<file path="src/rtl/cond_flag_pkg.sv">
package cond_flag_pkg;

    typedef struct packed {
        logic s;
        logic z;
        logic c;
        logic o;
        logic p;
    } flags_t;

    typedef enum logic [3:0] {
        CC_EQ   = 4'd0,
        CC_NE   = 4'd1,
        CC_LT   = 4'd2,
        CC_GE   = 4'd3,
        CC_LE   = 4'd4,
        CC_GT   = 4'd5,
        CC_B    = 4'd6,
        CC_AE   = 4'd7,
        CC_BE   = 4'd8,
        CC_A    = 4'd9,
        CC_PE   = 4'd10,
        CC_PO   = 4'd11,
        CC_NEG  = 4'd12,
        CC_POS  = 4'd13,
        CC_ALW  = 4'd14,
        CC_NEV  = 4'd15
    } cond_e;

    // even number of ones over a bit slice
    function automatic logic even_ones(input logic [7:0] v, input int unsigned w);
        logic acc;
        acc = 1'b1;
        for (int i = 0; i < 8; i++) begin
            if (i < w) acc = acc ^ v[i];
        end
        return acc;
    endfunction

endpackage

</file>
<file path="src/rtl/flag_capture.sv">
module flag_capture
    import cond_flag_pkg::*;
#(
    parameter int DATA_W = 32,
    parameter int PAR_W  = 8
) (
    input  logic              clk,
    input  logic              rst,
    input  logic              flag_we,
    input  logic [DATA_W-1:0] alu_res,
    input  logic              alu_carry,
    input  logic              alu_ovf,
    output flags_t            flags_q
);
    localparam int MSB = DATA_W - 1;

    flags_t flags_d;
    logic [7:0] par_slice;

    always_comb begin
        par_slice = '0;
        par_slice[PAR_W-1:0] = alu_res[PAR_W-1:0];
    end

    always_comb begin
        flags_d.s = alu_res[MSB];
        flags_d.z = (alu_res == '0);
        flags_d.c = alu_carry;
        flags_d.o = alu_ovf;
        flags_d.p = even_ones(par_slice, PAR_W);
    end

    always_ff @(posedge clk) begin
        if (rst)          flags_q <= '0;
        else if (flag_we) flags_q <= flags_d;
    end


    hold_chk: assert property (@(posedge clk) disable iff (rst)
        !flag_we |=> $stable(flags_q));


    sign_chk: assert property (@(posedge clk) disable iff (rst)
        flag_we |=> flags_q.s == $past(alu_res[MSB]));


    carry_chk: assert property (@(posedge clk) disable iff (rst)
        flag_we |=> flags_q.c == $past(alu_carry));


    parity_chk: assert property (@(posedge clk) disable iff (rst)
        flag_we |=> flags_q.p == ~(^$past(alu_res[PAR_W-1:0])));

endmodule

</file>
<file path="src/rtl/branch_eval.sv">
module branch_eval
    import cond_flag_pkg::*;
(
    input  flags_t     flags,
    input  logic [3:0] cond,
    output logic       taken
);
    logic signed_lt;
    logic unsigned_be;
    logic base;

    assign signed_lt   = flags.s ^ flags.o;
    assign unsigned_be = flags.c | flags.z;

    // even codes test a predicate, the odd code above negates it
    always_comb begin
        unique case (cond[3:1])
            3'd0: base = flags.z;
            3'd1: base = signed_lt;
            3'd2: base = flags.z | signed_lt;
            3'd3: base = flags.c;
            3'd4: base = unsigned_be;
            3'd5: base = flags.p;
            3'd6: base = flags.s;
            default: base = 1'b1;
        endcase
    end

    // pairs 4/5 and 8/9 are defined with the "strict" form on the odd code
    assign taken = cond[0] ? ~base : base;

endmodule

</file>
<file path="src/rtl/cond_flag_unit.sv">
module cond_flag_unit
    import cond_flag_pkg::*;
#(
    parameter int DATA_W = 32,
    parameter int PAR_W  = 8
) (
    input  logic              clk,
    input  logic              rst,
    input  logic              flag_we,
    input  logic [DATA_W-1:0] alu_res,
    input  logic              alu_carry,
    input  logic              alu_ovf,
    input  logic [3:0]        br_cond,
    output logic              br_taken
);
    flags_t flags_q;

    flag_capture #(.DATA_W(DATA_W), .PAR_W(PAR_W)) u_cap (
        .clk       (clk),
        .rst       (rst),
        .flag_we   (flag_we),
        .alu_res   (alu_res),
        .alu_carry (alu_carry),
        .alu_ovf   (alu_ovf),
        .flags_q   (flags_q)
    );

    branch_eval u_eval (
        .flags (flags_q),
        .cond  (br_cond),
        .taken (br_taken)
    );


    always_taken_chk: assert property (@(posedge clk) disable iff (rst)
        (br_cond == CC_ALW) |-> br_taken);


    never_taken_chk: assert property (@(posedge clk) disable iff (rst)
        (br_cond == CC_NEV) |-> !br_taken);


    zero_eq_chk: assert property (@(posedge clk) disable iff (rst)
        (flag_we && alu_res == '0) |=> (br_cond != CC_EQ || br_taken));

endmodule

</file>
<file path="config.mk">
export PLATFORM = sky130hd
export DESIGN_NAME = cond_flag_unit
export DESIGN_NICKNAME = d
export VERILOG_FILES = /design/src/rtl/cond_flag_pkg.sv /design/src/rtl/flag_capture.sv /design/src/rtl/branch_eval.sv /design/src/rtl/cond_flag_unit.sv
export SDC_FILE = /design/constraint.sdc
export NUM_CORES = 1
export LEC_CHECK = 0
export ABC_AREA = 1
export CORE_AREA = 2 2 39 41
export DETAILED_ROUTE_END_ITERATION = 6
export DIE_AREA = 0 0 41 43
export DONT_BUFFER_PORTS = 1
export PLACE_DENSITY = 0.58
export SETUP_SLACK_MARGIN = 0.4
export SLEW_MARGIN = 20
export SYNTH_ARGS = -nofsm -noshare
export SYNTH_HDL_FRONTEND = slang
export SYNTH_SLANG_ARGS = --single-unit
</file>
<file path="constraint.sdc">
create_clock -name clk -period 1.8 [get_ports clk]
set_clock_uncertainty 0.2 [all_clocks]
set_input_delay 0.09 -clock clk [delete_from_list [all_inputs] [get_ports clk]]
set_output_delay 0.09 -clock clk [all_outputs]
set_load 0.1 [all_outputs]
</file>
==> results.md, run 1 <==
* Crit-path max FO at 3
* # rows at 14
* Core area at 1380 µm²
* Ys Warns at 0
* Fin. max-slew vios at 0
* Number of global-route vias before repair at 516
* Crit path time final at 1.58 ns
* Critical setup path kind: flop to output pin
* Final hold violations at 0
* Top flop regs: u_cap.flags_q (5)
* Outcome: finished clean
* GRT Util Overall at 0.150
* First drt pass iteration count at 4
* CTS clk-pin slew, worst paths at 0.04 ns
* Initial antenna violation count at 0
* Worst R2R Setup Slack at 0.94 ns
* Crit Reg-Reg Endpoint: u_cap.flags_q[0]
* Hold Path Sink: u_cap.flags_q[3]
* Antenna viol nets, final at 0
* Die ar. at 1760 µm²
* Die height at 43 µm
* Avg WL per Cell at 8.61 µm
* Max Root-Sink Buffers at 2
* Die X at 41 µm
* Nets at 156
* Placed Instances at 118
* Commonest non-fill, non-tap cell in the layout: nand2_1
* Fillers at 163
* Reg2reg start: u_cap.flags_q[0]
* Initial Util at 0.366
* Starting DRT DRC Count at 7
* CP Launch Type: flop
* First-pass GRT wire length at 1790 µm
* CP required at 1.51 ns
* Mean Syn Cell Area at 4.97 µm²
* Detailed-route via count at 595
* # H-tree levels at 1
* Final WL at 1110 µm
* Setup ws final at 0.221 ns
* Max_slew headroom at 0.854
* Hold Crit Depth at 7
* FF+latch count, synth at 5
* Final setup fails at 0
* Clock latency on the worst-skew pair at 0.23 ns
* DPL Wire Length at 903 µm
* Netlist cell types at 12
* Pwr dens at 582 nW/µm²
* RSZ-0062 raised after global routing: yes
* Final GP Congestion at 0.639
* Synthesized instance count at 102
* Critical Path Start: u_cap.flags_q[3]
* Largest net degree at the start of global routing at 7
* Worst min-delay path class: input pin to flop
* Post-route design area at 644 µm²
* Maximum VDD drop at 0.000246 V
* Setup TNS Final at 0 ns
* Reg2Reg Depth at 2
* Post-DP Area at 534 µm²
* Vias per cell at 4.61
* Num CTS Buffers at 3
* Min-Delay Startpoint: alu_res[17]
* Max reg flops at 5
* # diodes at 0
* Number of max-cap violations at 0
* Dpl ws at 0.428 ns
* Setup crit end kind: output pin
* Crit share post-route at 0.877
* CTS tree: yes
* Largest reg by FF count: u_cap.flags_q
* # IOs at 42
* Total gr overflow at 0
* Root buf cell: clkbuf_4
* Register area share after synthesis at 0.198
* Synth Cell Area at 507 µm²
* Non-filler cells, final at 129
* CTS sink cnt at 5
* Worst path arrival time at 1.29 ns
* Most frequent cells in the layout: nand2_1 (33), nor2_1 (24), inv_1 (18)
* # DRC at 0
* P&R area growth vs syn at 27.2%
* Mapped Nets at 144
* Top achievable clock speed at 0.633 GHz
* Layout cells sized above 1 at 0.0796
* Worst-margin pin slew at 0.218 ns
* Total setup buffers inserted after CTS at 0
* Port Buffers at 0
* Leakage at 0.340 nW
[how the worst max path moves through the flow]
stage / to / cells after the start
6_report: br_taken / 8
5_1_grt: br_taken / 8
4_1_cts: br_taken / 8
3_5_place_dp: br_taken / 8
3_3_place_gp: br_taken / 8
2_1_floorplan: br_taken / 8
[per-stage QoR]
stage | hold WS (ns) | util | power [mW]
after floorplan | -0.0376 | - | 0.215
after global placement | -0.0357 | 0.386 | 0.222
after detailed placement | -0.0341 | 0.386 | 0.226
after CTS | 0.0609 | 0.464 | 0.374
after global routing | 0.0876 | 0.466 | 0.407
final | 0.0154 | 0.466 | 0.375
[cells in the mapped netlist, drive strengths merged]
cell / n / share of area
a21oi: 3 / 0.030
dfxtp: 5 / 0.20
ha: 1 / 0.025
inv: 19 / 0.14
nand2: 35 / 0.26
nand3: 4 / 0.040
nand3b: 2 / 0.030
nand4: 1 / 0.012
nor2: 25 / 0.19
o21ai: 6 / 0.059
xnor2: 1 / 0.017
[power by group]
| part | internal (mW) | switching, mW | leakage [nW] |
|---|---|---|---|
| combinational | 0.0458 | 0.0767 | 0.283 |
| sequential | 0.118 | 0.00392 | 0.0421 |
| clock | 0.0839 | 0.0468 | 0.0150 |
| total | 0.248 | 0.127 | 0.340 |
[repair_timing]
| item | CTS | global route |
|---|---|---|
| pin swaps | 1 | 4 |
| setup endpoints to repair | 1 | 2 |
| endpoints found under the hold margin | 5 | 1 |
| resized for setup | 3 | 2 |
| hold buffers | 7 | 1 |
[critical path: stages, from the launching register on]
cell	delay [ns]
dfxtp_2	0.34
nor2_1	0.05
nand2_1	0.06
nand2_1	0.05
nand2_1	0.06
nand2_1	0.06
inv_2	0.05
nand3b_1	0.16
nand2_8	0.23
[cell families after synthesis]
| family | Yosys count | share of synthesized area |
|---|---|---|
| AND/OR/NAND/NOR | 67 | 0.531 |
| buffers and inverters | 19 | 0.141 |
| AO/OA/AOI/OAI | 9 | 0.0889 |
| flip-flops | 5 | 0.198 |
| XOR/XNOR | 1 | 0.0173 |
| adder cells (fa/ha/maj) | 1 | 0.0247 |
[routing by layer]
metal  vias to the layer above  GRT usage  wire (µm)  part of all wire
met3                         4     0.0419         77             0.069
met4                         0      0.120         29             0.026
met5                         -          0          0                 0
li1                        329          -          -                 -
met2                        23      0.244        604              0.54
met1                       239      0.145        399              0.36
[cell type report]
| class | count | area (µm²) | share of cell area |
|---|---|---|---|
| Inverter | 19 | 71.3 | 0.111 |
| Timing Repair Buffer | 7 | 70.1 | 0.109 |
| Sequential cell | 5 | 103 | 0.159 |
| Tap cell | 16 | 20.0 | 0.0311 |
| Multi-Input combinational cell | 78 | 354 | 0.550 |
| Clock buffer | 4 | 26.3 | 0.0408 |
(Power assumes the default switching activity.)
==> inputs of run 2 (changes only) <==
--- a/config.mk
+++ b/config.mk
@@ -11,6 +11,7 @@
 export DIE_AREA = 0 0 41 43
 export DONT_BUFFER_PORTS = 1
 export PLACE_DENSITY = 0.58
+export REMOVE_ABC_BUFFERS = 1
 export SETUP_SLACK_MARGIN = 0.4
 export SLEW_MARGIN = 20
 export SYNTH_ARGS = -nofsm -noshare
==> results.md, run 2 (same netlist as run 1, synthesis figures left out) <==
* P&R area growth vs syn at 32.8%
* Final hold slack at -0.000578 ns (-0.0160 ns)
* # IOs at 42 (unchanged)
* Most used cell, CP: nand2_1
* Crit-path slowest cell: dfxtp_2
* Setup crit end kind: output pin
* Starting DRT DRC Count at 1 (-6)
* Register area at 103 µm² (unchanged)
* Core area at 1380 µm² (unchanged)
* Total setup buffers inserted after CTS at 0 (unchanged)
* Die ar. at 1760 µm² (unchanged)
* Final WL at 1190 µm (+7.4%)
* Most frequent cells in the layout: nand2_1 (33), nor2_1 (23), inv_1 (19)
* Failing checks: negative hold slack
* CTS tree: yes
* Avg WL per Cell at 9.04 µm (+4.9%)
* Largest net degree at the start of global routing at 8 (+1)
* Initial antenna violation count at 0 (unchanged)
* Post-DP Area at 547 µm² (+2.3%)
* Crit share post-route at 0.871 (-0.00618)
* Worst-margin pin slew at 0.243 ns (+0.0252 ns)
* Cell Chain, Critical Path: o21ai_0 > nand2_1 > nand2_1 > nand2_1 > nand2_1 > nand2_1 > nand2_2 > buf_12
* First-pass GRT wire length at 2000 µm (+12%)
* First drt pass iteration count at 2 (-2)
* Fillers at 152 (-6.7%)
* # DRC at 0 (unchanged)
* Maximum VDD drop at 0.000241 V (-2.1%)
* Worst path arrival time at 1.28 ns (about the same)
* CP required at 1.51 ns (about the same)
* Max reg flops at 5 (unchanged)
* Final GP Congestion at 0.621 (-2.8%)
* Largest reg by FF count: u_cap.flags_q
* Final setup fails at 0 (unchanged)
* Non-filler cells, final at 132 (+2.3%)
* CTS sink cnt at 5 (unchanged)
* Number of max-cap violations at 0 (unchanged)
* Worst min-delay path class: input pin to flop
* CP Launch Type: flop
* Vias per cell at 4.66 (+1.0%)
* Number of global-route vias before repair at 612 (+19%)
* Critical setup path kind: flop to output pin
* # H-tree levels at 1 (unchanged)
* Total gr overflow at 0 (unchanged)
* # rows at 14 (unchanged)
* GRT Util Overall at 0.165 (+0.0151)
* Worst path top cell family by delay: simple AND/OR/NAND/NOR gates
* Nets at 159 (+1.9%)
* Commonest non-fill, non-tap cell in the layout: nand2_1
* # diodes at 0 (unchanged)
* Post-route design area at 673 µm² (+4.5%)
* Crit-path max FO at 3 (unchanged)
* Top achievable clock speed at 0.638 GHz (+0.71%)
* Max Root-Sink Buffers at 2 (unchanged)
* Setup TNS Final at 0 ns (unchanged)
* Crit path time final at 1.57 ns (-0.0111 ns)
* Pwr dens at 570 nW/µm² (-2.1%)
* Fin. max-slew vios at 0 (unchanged)
* Placed Instances at 119 (+0.85%)
* Initial Util at 0.366 (unchanged)
* Root buf cell: clkbuf_4
* Max_slew headroom at 0.837 (-0.0169)
* Crit path buf inv count at 1 (unchanged)
* RSZ-0062 raised after global routing: yes
* Die height at 43 µm (unchanged)
* Num CTS Buffers at 3 (unchanged)
* Crit path largest cell delay at 0.32 ns (-0.02 ns)
* CTS clk-pin slew, worst paths at 0.04 ns (about the same)
* Antenna viol nets, final at 0 (unchanged)
* Outcome: complete, but fails checks
* Final hold violations at 1 (+1)
* Pwr Total at 384 µW (+2.3%)
* Worst R2R Setup Slack at 0.92 ns (-0.02 ns)
* Clock latency on the worst-skew pair at 0.23 ns (about the same)
* DPL Wire Length at 916 µm (+1.4%)
* Leakage at 0.356 nW (+4.9%)
* Top flop regs: u_cap.flags_q (5)
* Die X at 41 µm (unchanged)
* Area occupied by multi-input gates at 343 µm² (-3.2%)
* Detailed-route via count at 615 (+3.4%)
* Port Buffers at 0 (unchanged)
* Layout cells sized above 1 at 0.0862 (+0.00656)
run 2: cell types whose count changed in the layout (fill, tap and decap cells not counted):
cell           change
o21ai_0            -1
inv_1              +1
dlygate4sd3_1      +2
nand2_2            +1
inv_2              -1
nor2_1             -1
buf_12             +1
o21ai_1            +1
nor2_2             +1
nand2_8            -1
run 2: final timing paths:
check | start | end | cells after the start
max | u_cap.flags_q[3] | br_taken | 8
min | alu_res[13] | u_cap.flags_q[3] | 7
max reg2reg | u_cap.flags_q[4] | u_cap.flags_q[4] | 2
min reg2reg | u_cap.flags_q[2] | u_cap.flags_q[2] | 2
run 2: worst register-to-register path: cells and delay by family (launching register included):
| family | cells | cell delay, ns |
|---|---|---|
| flip-flops | 1 | 0.32 |
| AO/OA/AOI/OAI | 2 | 0.24 |
run 2: per-stage QoR:
| step | worst slack [ns] | utilization |
|---|---|---|
| 3_5_place_dp | 0.432 | 0.395 |
| 6_report | 0.232 | 0.486 |
| 4_1_cts | 0.221 | 0.483 |
| 2_1_floorplan | 0.136 | - |
| 3_3_place_gp | 0.480 | 0.395 |
| 5_1_grt | 0.134 | 0.486 |
run 2: power breakdown:
part	leakage (nW)	total (mW)	internal, mW	switching, mW
clock network	0.0150	0.128	0.0837	0.0442
logic	0.299	0.134	0.0578	0.0761
registers	0.0421	0.122	0.118	0.00364
total	0.356	0.384	0.260	0.124
run 2: per-layer routing:
metal | routed length [µm] | vias to the layer above | track usage
li1 | - | 334 | -
met2 | 689 | 20 | 0.319
met4 | 0 | 0 | 0.0800
met5 | 0 | - | 0
met1 | 420 | 261 | 0.141
met3 | 83 | 0 | 0.0314
run 2: what timing repair did:
item	CTS	global route
hold buffers	9	0
hold endpoints to repair	5	0
gates resized for setup	4	2
setup endpoints to repair	1	1
pin swaps	4	1
run 2: area by class of cell:
| cell class | instances | area share |
|---|---|---|
| Timing Repair Buffer | 10 | 0.164 |
| Tap cell | 16 | 0.0297 |
| Inverter | 19 | 0.106 |
| Clock buffer | 4 | 0.0390 |
| Multi-Input combinational cell | 78 | 0.509 |
| Sequential cell | 5 | 0.152 |
